--- src/rtl/ocp_pkg.sv ---
package ocp_pkg;
  typedef enum logic [1:0] {
    OCP_ARMED   = 2'd0,
    OCP_LATCHED = 2'd1,
    OCP_REARM   = 2'd2
  } ocp_state_e;
endpackage

--- src/rtl/ocp_sync_edge.sv ---
module ocp_sync_edge #(
  parameter int STAGES = 2
) (
  input  logic clk,
  input  logic rst,
  input  logic async_i,
  output logic edge_o
);
  logic [STAGES:0] sh;

  always_ff @(posedge clk) begin
    if (rst) sh <= '0;
    else     sh <= {sh[STAGES-1:0], async_i};
  end

  assign edge_o = sh[STAGES] ^ sh[STAGES-1];
endmodule

--- src/rtl/ocp_run_count.sv ---
module ocp_run_count #(
  parameter int LEN = 8
) (
  input  logic clk,
  input  logic rst,
  input  logic hold_i,
  input  logic cond_i,
  output logic hit_o
);
  localparam int CW = $clog2(LEN + 1);
  localparam logic [CW-1:0] LAST = CW'(LEN - 1);

  logic [CW-1:0] cnt;

  always_ff @(posedge clk) begin
    if (rst || hold_i || !cond_i) cnt <= '0;
    else if (cnt != LAST)         cnt <= cnt + 1'b1;
  end

  assign hit_o = cond_i && !hold_i && (cnt == LAST);


  cnt_range_chk: assert property (@(posedge clk) disable iff (rst)
    cnt <= LAST);
endmodule

--- src/rtl/ocp_fault_latch.sv ---
module ocp_fault_latch #(
  parameter int DEB_CYC     = 350,
  parameter int CLR_CYC     = 40,
  parameter int SYNC_STAGES = 2
) (
  input  logic clk,
  input  logic rst,
  input  logic trip_i,
  input  logic sync_i,
  input  logic line_i,
  output logic fault_n_o,
  output logic drive_off_o
);
  import ocp_pkg::*;

  ocp_state_e st, st_nx;
  logic sync_edge, deb_hit, clr_hit;
  logic deb_hold, clr_hold;

  assign deb_hold = (st != OCP_ARMED);
  assign clr_hold = (st != OCP_LATCHED);

  ocp_sync_edge #(.STAGES(SYNC_STAGES)) u_sync (
    .clk(clk), .rst(rst), .async_i(sync_i), .edge_o(sync_edge));

  ocp_run_count #(.LEN(DEB_CYC)) u_deb (
    .clk(clk), .rst(rst), .hold_i(deb_hold), .cond_i(trip_i), .hit_o(deb_hit));

  ocp_run_count #(.LEN(CLR_CYC)) u_clr (
    .clk(clk), .rst(rst), .hold_i(clr_hold), .cond_i(!line_i), .hit_o(clr_hit));

  always_comb begin
    st_nx = st;
    unique case (st)
      OCP_ARMED:   if (deb_hit) st_nx = OCP_LATCHED;
      OCP_LATCHED: if (clr_hit) st_nx = trip_i ? OCP_REARM : OCP_ARMED;
      OCP_REARM: begin
        if (!trip_i)        st_nx = OCP_ARMED;
        else if (sync_edge) st_nx = OCP_LATCHED;
      end
      default:     st_nx = OCP_ARMED;
    endcase
  end

  always_ff @(posedge clk) begin
    if (rst) st <= OCP_ARMED;
    else     st <= st_nx;
  end

  assign fault_n_o   = (st != OCP_LATCHED);
  assign drive_off_o = (st == OCP_LATCHED);


  set_source_chk: assert property (@(posedge clk) disable iff (rst)
    $fell(fault_n_o) |-> ($past(deb_hit) || $past(sync_edge)));


  clear_source_chk: assert property (@(posedge clk) disable iff (rst)
    ($rose(fault_n_o) && !$past(rst)) |-> !$past(line_i));


  latch_hold_chk: assert property (@(posedge clk) disable iff (rst)
    (!fault_n_o && line_i) |=> !fault_n_o);


  rearm_cancel_chk: assert property (@(posedge clk) disable iff (rst)
    (st == OCP_REARM && !trip_i) |=> fault_n_o);


  drive_match_chk: assert property (@(posedge clk) disable iff (rst)
    drive_off_o != fault_n_o);
endmodule

--- config.mk ---
export PLATFORM = sky130hd
export DESIGN_NAME = ocp_fault_latch
export DESIGN_NICKNAME = d
export VERILOG_FILES = /design/src/rtl/ocp_pkg.sv /design/src/rtl/ocp_sync_edge.sv /design/src/rtl/ocp_run_count.sv /design/src/rtl/ocp_fault_latch.sv
export SDC_FILE = /design/constraint.sdc
export NUM_CORES = 1
export LEC_CHECK = 0
export BUFFER_PORTS_ARGS = -buffer_cell sky130_fd_sc_hd__buf_2
export CAP_MARGIN = 25
export CORE_MARGIN = 4
export CORE_UTILIZATION = 35
export CTS_CLUSTER_SIZE = 16
export DETAILED_ROUTE_END_ITERATION = 16
export GPL_TIMING_DRIVEN = 1
export PLACE_DENSITY = 0.61
export SETUP_SLACK_MARGIN = 0.5
export SLEW_MARGIN = 20
export SYNTH_ARGS = -nofsm -noshare
export SYNTH_HDL_FRONTEND = slang
export SYNTH_SLANG_ARGS = --single-unit
--- constraint.sdc ---
create_clock -name clk -period 1.4 [get_ports clk]
set_input_delay 0.14 -clock clk [delete_from_list [all_inputs] [get_ports clk]]
set_output_delay 0.14 -clock clk [all_outputs]
set_load 0.005 [all_outputs]
==> key figures, run 1 <==
Clock tree
  – Root Buffer: clkbuf_4
  – Clk_lat worst skew: 0.31 ns
  – Htree depth: 1
  – Clock sinks: 20
  – CTS clk-pin slew, worst paths: 0.13 ns
  – CTS tree: done
  – CTS Buffer Depth: 2
  – Clock buffer count from CTS: 3
  – Cts hold-fix bufs: 0

Finish
  – N_diodes: 0
  – Design area: 1390 um^2
  – Fill cells: 220
  – Layout cells sized above 1: 52.8%
  – Commonest non-fill, non-tap cell in the layout: buf_4
  – Finished Layout Cells: 155
  – NumNets Final: 134
  – Multi-input gate area: 718 um^2
  – Reg area: 433 um^2
  – Commonest cells after routing, fill and taps aside: 9 x buf_4, 8 x dfxtp_1, 7 x dfxtp_4
  – Layout Utilization: 54.0%
  – Area Overhead vs Synth: 42.7%

Logic synthesis
  – Synth Register Bits: 20
  – Mapped cell area: 972 um^2
  – Post-synth ARST share: 0%
  – Register area share after synthesis: 41.2%
  – Predominant post-synthesis flop cell: dfxtp_1
  – EDFF count, synth: 0
  – Syn nets: 115
  – Mapped Avg Cell Area: 9.09 um^2
  – Ys Warns: 0
  – Yosys cell types: 38
  – Mapped Cells: 107

Global route
  – Largest net degree at the start of global routing: 13
  – All-Layer GR Usage: 14.7%
  – First-pass GRT wire length: 4.06 mm
  – Vias in the first global route: 880
  – Total gr overflow: 0
  – Initial antenna violation count: 0

Floorplan
  – Core Rows: 18
  – DIE AREA: 3690 um^2
  – Die H: 60.7 um
  – Ports: 7
  – Core ar.: 2570 um^2
  – Die width: 60.7 um
  – Initial Util: 37.9%

Place
  – Gpl congestion: 0.868
  – Inst Count DP: 141
  – Final HPWL DP: 1.42 mm
  – I/O Buffers: 6
  – DP Area: 1150 um^2

STA
  – Slew @ Worst Pin: 0.305 ns
  – Hold slack: 0.0414 ns
  – Slew HR: 79.6%
  – Clock Skews: 0.0113 ns
  – Fin. Hold Viols: 0
  – RSZ-0062 raised after global routing: yes
  – Setup TNS: 0 ns
  – Period utilization: 90.7%
  – Fmax achieved: 788 MHz
  – # setup viols final: 0
  – Final min period: 1.27 ns
  – Slew Viols, Final: 0

Pwr
  – Leak: 0.488 nW
  – PwrDens: 753 nW/um^2
  – Peak VDD IR: 0.000754 V

Detailed routing
  – Drt via density: 5.63
  – Top Layer Used: met4
  – Vias: 872
  – DR WL met2: 1.03 mm
  – Detail Route met3 WL: 106 um
  – Drt drc: 0
  – WL met1: 1.10 mm
  – Wire length per cell: 14.6 um
  – DRT iter0 DRCs: 67
  – DR pass1 iterations: 4
  – DRT antenna net count: 0
  – Routed wire length: 2.26 mm

Hold path
  – Worst Hold Class: in2reg

Critical path
  – Crit-path max FO: 3
  – CP required: 1.61 ns
  – Critical Path End Type: flop
  – Data arrival time of the critical path: 1.48 ns
  – Crit path kind: reg2reg
  – Crit start category: flop

Job
  – Max capacitance violation total: 0

Run status
  – Status: finished clean
[through the flow]
stage | setup slack, ns | total power [mW]
detailed placement | 0.0853 | 0.632
CTS | 0.118 | 1.05
global placement | 0.107 | 0.632
finish | 0.130 | 1.04
global route | 0.0793 | 1.10
floorplan | 0.149 | 0.619
[logic make-up (layout without fill, tap and decap cells)]
group                    count (synthesis)  count (layout)  synth area share (%)
adder cells (fa/ha/maj)                  3               3                  3.86
XOR/XNOR                                 4               4                  3.60
buffers and inverters                    7              25                  2.83
AND/OR/NAND/NOR                         46              46                  30.5
flip-flops                              20              20                  41.2
AO/OA/AOI/OAI                           27              27                  18.0
[worst max-delay path, cell delays in order, from the launching register on]
cell and delay [ns]:
dfxtp_4 0.38, buf_12 0.13, ha_4 0.15, nor2b_4 0.13, and3_1 0.19, o41ai_2 0.19
[power breakdown]
group	internal, mW	leakage [nW]	total (mW)	switching (mW)
Sequential	0.564	0.170	0.570	0.00665
Combinational	0.0351	0.292	0.0629	0.0278
Clock	0.218	0.0261	0.411	0.193
[cell type report]
type | count | area share, %
Clock buffer | 4 | 3.43
Inverter | 3 | 0.812
Multi-Input combinational cell | 80 | 51.8
Sequential cell | 20 | 31.2
Tap cell | 30 | 2.71
Timing Repair Buffer | 18 | 10.1
[flip-flops by register name (all words and copies together), names as in the netlist]
| signal | cells |
|---|---|
| st | 2 |
| u_clr.cnt | 6 |
| u_deb.cnt | 9 |
| u_sync.sh | 3 |
[synth_stat cells (2+ instances only)]
master,n,area share [%]
o31ai_1,2,1.5
a211oi_1,2,1.5
nand3_1,4,2.1
nor3_1,5,2.6
xor2_1,2,1.8
dfxtp_1,20,41
xnor2_1,2,1.8
nor2b_1,5,3.2
a21oi_1,8,4.1
a31oi_1,4,2.6
nor2_1,3,1.2
ha_1,3,3.9
or4_1,2,1.5
o21ai_0,4,2.1
nand2_1,7,2.7
nand2b_1,2,1.3
clkbuf_1,3,1.2
or3_1,4,2.6
inv_1,2,0.77
and4b_1,2,2.1
nand4b_1,4,3.6
[path summary, 6_finish.rpt]
kind / startpoint / to / slack, ns / cells past startpoint
setup / recovery: u_deb.cnt[0] / u_deb.cnt[5] / 0.13 / 5
setup reg to reg: u_deb.cnt[0] / u_deb.cnt[5] / 0.13 / 5
hold / removal: sync_i / u_sync.sh[0] / 0.04 / 2
hold reg to reg: u_sync.sh[0] / u_sync.sh[1] / 0.46 / 1
[routing by layer]
| metal | global-route usage (%) | vias up |
|---|---|---|
| met5 | 0 | - |
| met4 | 4.02 | 0 |
| met3 | 5.11 | 2 |
| met2 | 22.7 | 15 |
| met1 | 19.4 | 416 |
| li1 | - | 439 |
[what timing repair did]
| item | CTS | global route |
|---|---|---|
| endpoints found under the setup margin | 19 | 19 |
| cloned | 0 | 0 |
| pin swaps | 13 | 9 |
| resized for setup | 11 | 14 |
| setup buffers | 7 | 3 |
No activity file was read; power rests on OpenSTA's default activity.
==> run 2, diff against run 1 <==
CTS_BUF_LIST = sky130_fd_sc_hd__clkbuf_2   (was not set)
CTS_CLUSTER_SIZE = 14   (was 16)
==> key figures, run 2 (synthesis results as in run 1) <==
Run status
  – Status: finished clean

Finish
  – Max reg flops: 9 (unchanged)
  – Commonest non-fill, non-tap cell in the layout: buf_4
  – Area Overhead vs Synth: 49.9%
  – Multi-input gate area: 728 um^2 (+1.4%)
  – Layout cells sized above 1: 54.1% (+1.3 points)
  – NumNets Final: 142 (+6.0%)
  – N_diodes: 0 (unchanged)
  – Fill cells: 212 (-3.6%)
  – Finished Layout Cells: 163 (+5.2%)
  – Reg area: 440 um^2 (+1.7%)
  – Layout Utilization: 56.8% (+2.7 points)
  – Biggest regs: u_deb.cnt: 9 flops, u_clr.cnt: 6 flops, u_sync.sh: 3 flops
  – Most flops, register: u_deb.cnt
  – Commonest cells after routing, fill and taps aside: 17 x buf_4, 10 x dfxtp_4, 8 x dfxtp_1

Place
  – Gpl congestion: 0.868 (unchanged)
  – Final HPWL DP: 1.42 mm (unchanged)
  – I/O Buffers: 6 (unchanged)
  – Inst Count DP: 141 (unchanged)

Floorplan
  – Core ar.: 2570 um^2 (unchanged)
  – DIE AREA: 3690 um^2 (unchanged)
  – Die H: 60.7 um (unchanged)
  – Core Rows: 18 (unchanged)
  – Ports: 7 (unchanged)
  – Die width: 60.7 um (unchanged)
  – Initial Util: 37.9% (unchanged)

Clock tree
  – Root Buffer: clkbuf_2
  – CTS Buffer Depth: 2 (unchanged)
  – Htree depth: 1 (unchanged)
  – Clock buffer count from CTS: 3 (unchanged)
  – CTS tree: done
  – CTS clk-pin slew, worst paths: 0.21 ns (+0.08 ns)
  – Clk_lat worst skew: 0.33 ns (+0.02 ns)
  – Clock sinks: 20 (unchanged)

Critical path
  – Crit start category: flop
  – Crit path kind: reg2reg
  – Crit-path max FO: 6 (+3)
  – CP required: 1.64 ns (+0.03 ns)
  – Cells on worst reg2reg path: 4 (-1)
  – Worst reg2reg path startpoint: st[0]
  – R2R Path End: u_deb.cnt[5]
  – Critical Path End Type: flop
  – Data arrival time of the critical path: 1.54 ns (+0.06 ns)
  – Worst reg2reg setup slack: 0.09 ns (-0.04 ns)

Detailed routing
  – DRT iter0 DRCs: 59 (-12%)
  – Wire length per cell: 14.9 um (+2.4%)
  – DR pass1 iterations: 6 (+2)
  – Vias: 948 (+8.7%)
  – Drt drc: 0 (unchanged)
  – DRT antenna net count: 0 (unchanged)
  – Routed wire length: 2.43 mm (+7.7%)
  – Drt via density: 5.82 (+3.4%)

Hold path
  – Worst Hold End: u_sync.sh[0]
  – Hold Path Origin: sync_i
  – Worst Hold Class: in2reg
  – Worst Hold Depth: 2 (unchanged)

STA
  – Period utilization: 93.3% (+2.6 points)
  – Fin. Hold Viols: 0 (unchanged)
  – Clock Skews: 0.0166 ns (+0.00528 ns)
  – Slew HR: 80.6% (+0.96 points)
  – Final min period: 1.31 ns (+0.0360 ns)
  – Fmax achieved: 766 MHz (-2.8%)
  – RSZ-0062 raised after global routing: yes
  – Setup TNS: 0 ns (unchanged)
  – Slew @ Worst Pin: 0.290 ns (-0.0153 ns)
  – Hold slack: 0.0131 ns (-0.0283 ns)
  – Slew Viols, Final: 0 (unchanged)
  – # setup viols final: 0 (unchanged)

Pwr
  – Leak: 0.530 nW (+8.5%)
  – PwrDens: 733 nW/um^2 (-2.7%)
  – Peak VDD IR: 0.000798 V (+5.8%)

Global route
  – Vias in the first global route: 890 (+1.1%)
  – First-pass GRT wire length: 3.92 mm (-3.4%)
  – Initial antenna violation count: 0 (unchanged)
  – All-Layer GR Usage: 14.0% (-0.66 points)
  – Largest net degree at the start of global routing: 13 (unchanged)
  – Total gr overflow: 0 (unchanged)

Job
  – Max capacitance violation total: 0 (unchanged)
[run 2: timing repair]
action | 4_1_cts | 5_1_grt
buffers inserted | 10 | 6
pin swaps | 10 | 8
hold endpoints to repair | 0 | 2
resized for setup | 17 | 12
cloned | 0 | 0
setup endpoints to repair | 19 | 19
hold buffers | 0 | 2
[run 2: critical path, stage by stage (launching register included)]
cell     delay (ns)
dfxtp_4        0.41
nor4b_2        0.30
buf_4          0.17
nand2_1        0.06
o41ai_2        0.27
[run 2: area by class of cell]
cell class	instances	share of cell area (%)
multi-input combinational	80	50.0
sequential	20	30.2
timing repair buffer	26	13.4
tap	30	2.58
clock inverter	1	2.06
clock buffer	3	1.03
inverter	3	0.773
[run 2: worst max-delay path by stage]
stage | startpoint | to | cells past startpoint
6_report | st[0] | u_deb.cnt[5] | 4
5_1_grt | st[1] | fault_n_o | 3
4_1_cts | st[1] | fault_n_o | 3
3_5_place_dp | st[0] | u_clr.cnt[3] | 4
3_3_place_gp | st[0] | u_clr.cnt[3] | 4
2_1_floorplan | st[1] | u_clr.cnt[3] | 5
[run 2: report_power, final]
group	total [mW]	internal, mW	switching, mW
combinational	0.0639	0.0351	0.0288
sequential	0.566	0.559	0.00709
clock	0.438	0.246	0.191
total	1.07	0.841	0.227
[run 2: routing by layer]
| metal | global-route usage (%) | part of all wire (%) |
|---|---|---|
| met5 | 0 | 0 |
| met4 | 4.02 | 0.70 |
| met3 | 4.89 | 4.5 |
| met2 | 22.3 | 48 |
| met1 | 18.0 | 47 |
[run 2: stage by stage]
step	setup slack [ns]	total power [mW]	instance area (um^2)
CTS	0.108	1.06	1350
global placement	0.107	0.632	1150
finish	0.0943	1.07	1460
detailed placement	0.0853	0.632	1150
floorplan	0.149	0.619	1100
global route	0.0459	1.11	1460
==> run 3, diff against run 2 <==
PLACE_DENSITY = 0.59   (was 0.61)
clock period = 1.3 ns   (was 1.4 ns; I/O delays follow)
==> key figures, run 3 (synthesis results as in run 1) <==
Global route
  – Largest net degree at the start of global routing: 12 (-1)
  – All-Layer GR Usage: 13.7% (-0.37 points)
  – Vias in the first global route: 854 (-4.0%)
  – Initial antenna violation count: 0 (unchanged)
  – Total gr overflow: 0 (unchanged)
  – First-pass GRT wire length: 3.78 mm (-3.5%)

Job
  – Max capacitance violation total: 0 (unchanged)

Place
  – DP Area: 1160 um^2 (+1.3%)
  – Gpl congestion: 0.783 (-9.8%)
  – Pre-CTS setup slack: -0.0755 ns (-0.161 ns)
  – I/O Buffers: 6 (unchanged)
  – Final HPWL DP: 1.45 mm (+2.3%)

Clock tree
  – Htree depth: 1 (unchanged)
  – Root Buffer: clkbuf_2
  – Clock buffer count from CTS: 3 (unchanged)
  – Clk_lat worst skew: 0.32 ns (about the same)
  – CTS Buffer Depth: 2 (unchanged)
  – Clock sinks: 20 (unchanged)
  – CTS tree: done
  – CTS clk-pin slew, worst paths: 0.19 ns (-0.02 ns)

Detailed routing
  – Wire length per cell: 14.0 um (-5.8%)
  – Drt drc: 0 (unchanged)
  – DRT iter0 DRCs: 40 (-32%)
  – DRT antenna net count: 0 (unchanged)
  – Routed wire length: 2.25 mm (-7.6%)
  – DR pass1 iterations: 4 (-2)
  – Vias: 905 (-4.5%)
  – Drt via density: 5.66 (-2.7%)

Floorplan
  – Initial Util: 37.9% (unchanged)
  – Core ar.: 2570 um^2 (unchanged)
  – Ports: 7 (unchanged)
  – DIE AREA: 3690 um^2 (unchanged)
  – Core Rows: 18 (unchanged)
  – Die H: 60.7 um (unchanged)
  – Die width: 60.7 um (unchanged)

Pwr
  – Clock power share: 28.5% (-13 points)
  – Logic pwr share: 7.7% (+1.7 points)
  – Peak VDD IR: 0.000487 V (-39%)
  – Internal power: 0.730 mW (-13%)
  – Psw: 0.230 mW (+1.4%)
  – Sw Ratio: 24.0% (+2.7 points)
  – Total power: 0.961 mW (-10%)
  – Seq pwr share: 63.8% (+11 points)
  – PwrDens: 681 nW/um^2 (-7.1%)
  – Leak: 0.502 nW (-5.3%)

Finish
  – NumNets Final: 139 (-2.1%)
  – Layout Utilization: 55.0% (-1.8 points)
  – Most flops, register: u_deb.cnt
  – Design area: 1410 um^2 (-3.2%)
  – Area Overhead vs Synth: 45.2%
  – Commonest non-fill, non-tap cell in the layout: buf_4
  – Commonest cells after routing, fill and taps aside: 14 x buf_4, 8 x dfxtp_4, 8 x dfxtp_1
  – N_diodes: 0 (unchanged)
  – Max reg flops: 9 (unchanged)
  – Layout cells sized above 1: 55.4% (+1.2 points)
  – Biggest regs: u_deb.cnt: 9 flops, u_clr.cnt: 6 flops, u_sync.sh: 3 flops

STA
  – Slew HR: 78.6% (-2.0 points)
  – Slew @ Worst Pin: 0.318 ns (+0.0283 ns)
  – Clock Skews: 0.000720 ns (-0.0159 ns)
  – Slew Viols, Final: 0 (unchanged)
  – Final min period: 1.30 ns (-0.00829 ns)
  – Fmax achieved: 771 MHz (+0.64%)
  – Period utilization: 99.8% (+6.5 points)
  – Fin. Hold Viols: 0 (unchanged)
  – Worst setup margin: 0.00256 ns (-0.0917 ns)
  – RSZ-0062 raised after global routing: yes
  – # setup viols final: 0 (unchanged)

Critical path
  – Crit start category: flop
  – Crit path kind: reg2reg
  – Crit-path max FO: 3 (-3)
  – Slowest-stage cell, CP: dfxtp_4
  – Critical Path End Type: flop
  – Data arrival time of the critical path: 1.53 ns (about the same)
  – Slowest Stage Delay on Critical Path: 0.41 ns (about the same)
  – Crit-path cells: buf_12, ha_4, nor2b_4, and3_4, o41ai_2
  – CP required: 1.53 ns (-0.11 ns)

Run status
  – Status: finished clean

Hold path
  – Worst Hold Class: in2reg
[run 3: critical path: cells and delay by family (launching register included)]
| family | cells | cell delay [ns] |
|---|---|---|
| buffers and inverters | 1 | 0.13 |
| AO/OA/AOI/OAI | 1 | 0.22 |
| AND/OR/NAND/NOR | 2 | 0.31 |
| flip-flops | 1 | 0.41 |
| adder cells (fa/ha/maj) | 1 | 0.15 |
[run 3: final timing paths]
path / start / to / slack, ns / depth (start not counted)
setup / recovery: u_deb.cnt[0] / u_deb.cnt[5] / 0.003 / 5
hold / removal: trip_i / st[1] / 0.08 / 3
setup reg to reg: u_deb.cnt[0] / u_deb.cnt[5] / 0.003 / 5
hold reg to reg: u_sync.sh[0] / u_sync.sh[1] / 0.46 / 1
[run 3: final cells by class]
cell class / instances / area, um^2
Timing Repair Buffer: 23 / 183
Inverter: 3 / 11.3
Tap cell: 30 / 37.5
Fill cell: 217 / 1160
Sequential cell: 20 / 435
Clock buffer: 4 / 20.0
Multi-Input combinational cell: 80 / 724
[run 3: power by group through the flow]
stage / clock network (mW) / logic, mW / registers [mW]
4_1_cts: 0.287 / 0.0727 / 0.615
6_report: 0.274 / 0.0737 / 0.613
3_5_place_dp: 0 / 0.0486 / 0.635
2_1_floorplan: 0 / 0.0329 / 0.634
5_1_grt: 0.302 / 0.0805 / 0.614
3_3_place_gp: 0 / 0.0482 / 0.635
[run 3: metrics by stage]
| stage | hold slack, ns | setup TNS [ns] | cells |
|---|---|---|---|
| after global placement | 0.340 | 0 | 143 |
| after CTS | 0.0485 | 0 | 157 |
| after detailed placement | 0.348 | -0.0873 | 143 |
| after global routing | 0.0843 | -0.235 | 160 |
| final | 0.0807 | 0 | 160 |
| after floorplan | 0.202 | 0 | 107 |
[run 3: timing repair]
action / 4_1_cts / 5_1_grt
endpoints found under the hold margin: 1 / 0
gates cloned: 0 / 0
endpoints found under the setup margin: 19 / 19
hold buffers: 1 / 0
pin swaps: 13 / 10
gates resized for setup: 18 / 10
setup buffers: 9 / 3
[run 3: per-layer routing]
| metal | vias to the layer above | GRT usage, % | wire length, um |
|---|---|---|---|
| li1 | 447 | - | - |
| met1 | 423 | 17.2 | 1030 |
| met2 | 29 | 22.9 | 1090 |
| met3 | 6 | 2.55 | 103 |
| met4 | 0 | 5.57 | 24 |
| met5 | - | 0 | 0 |
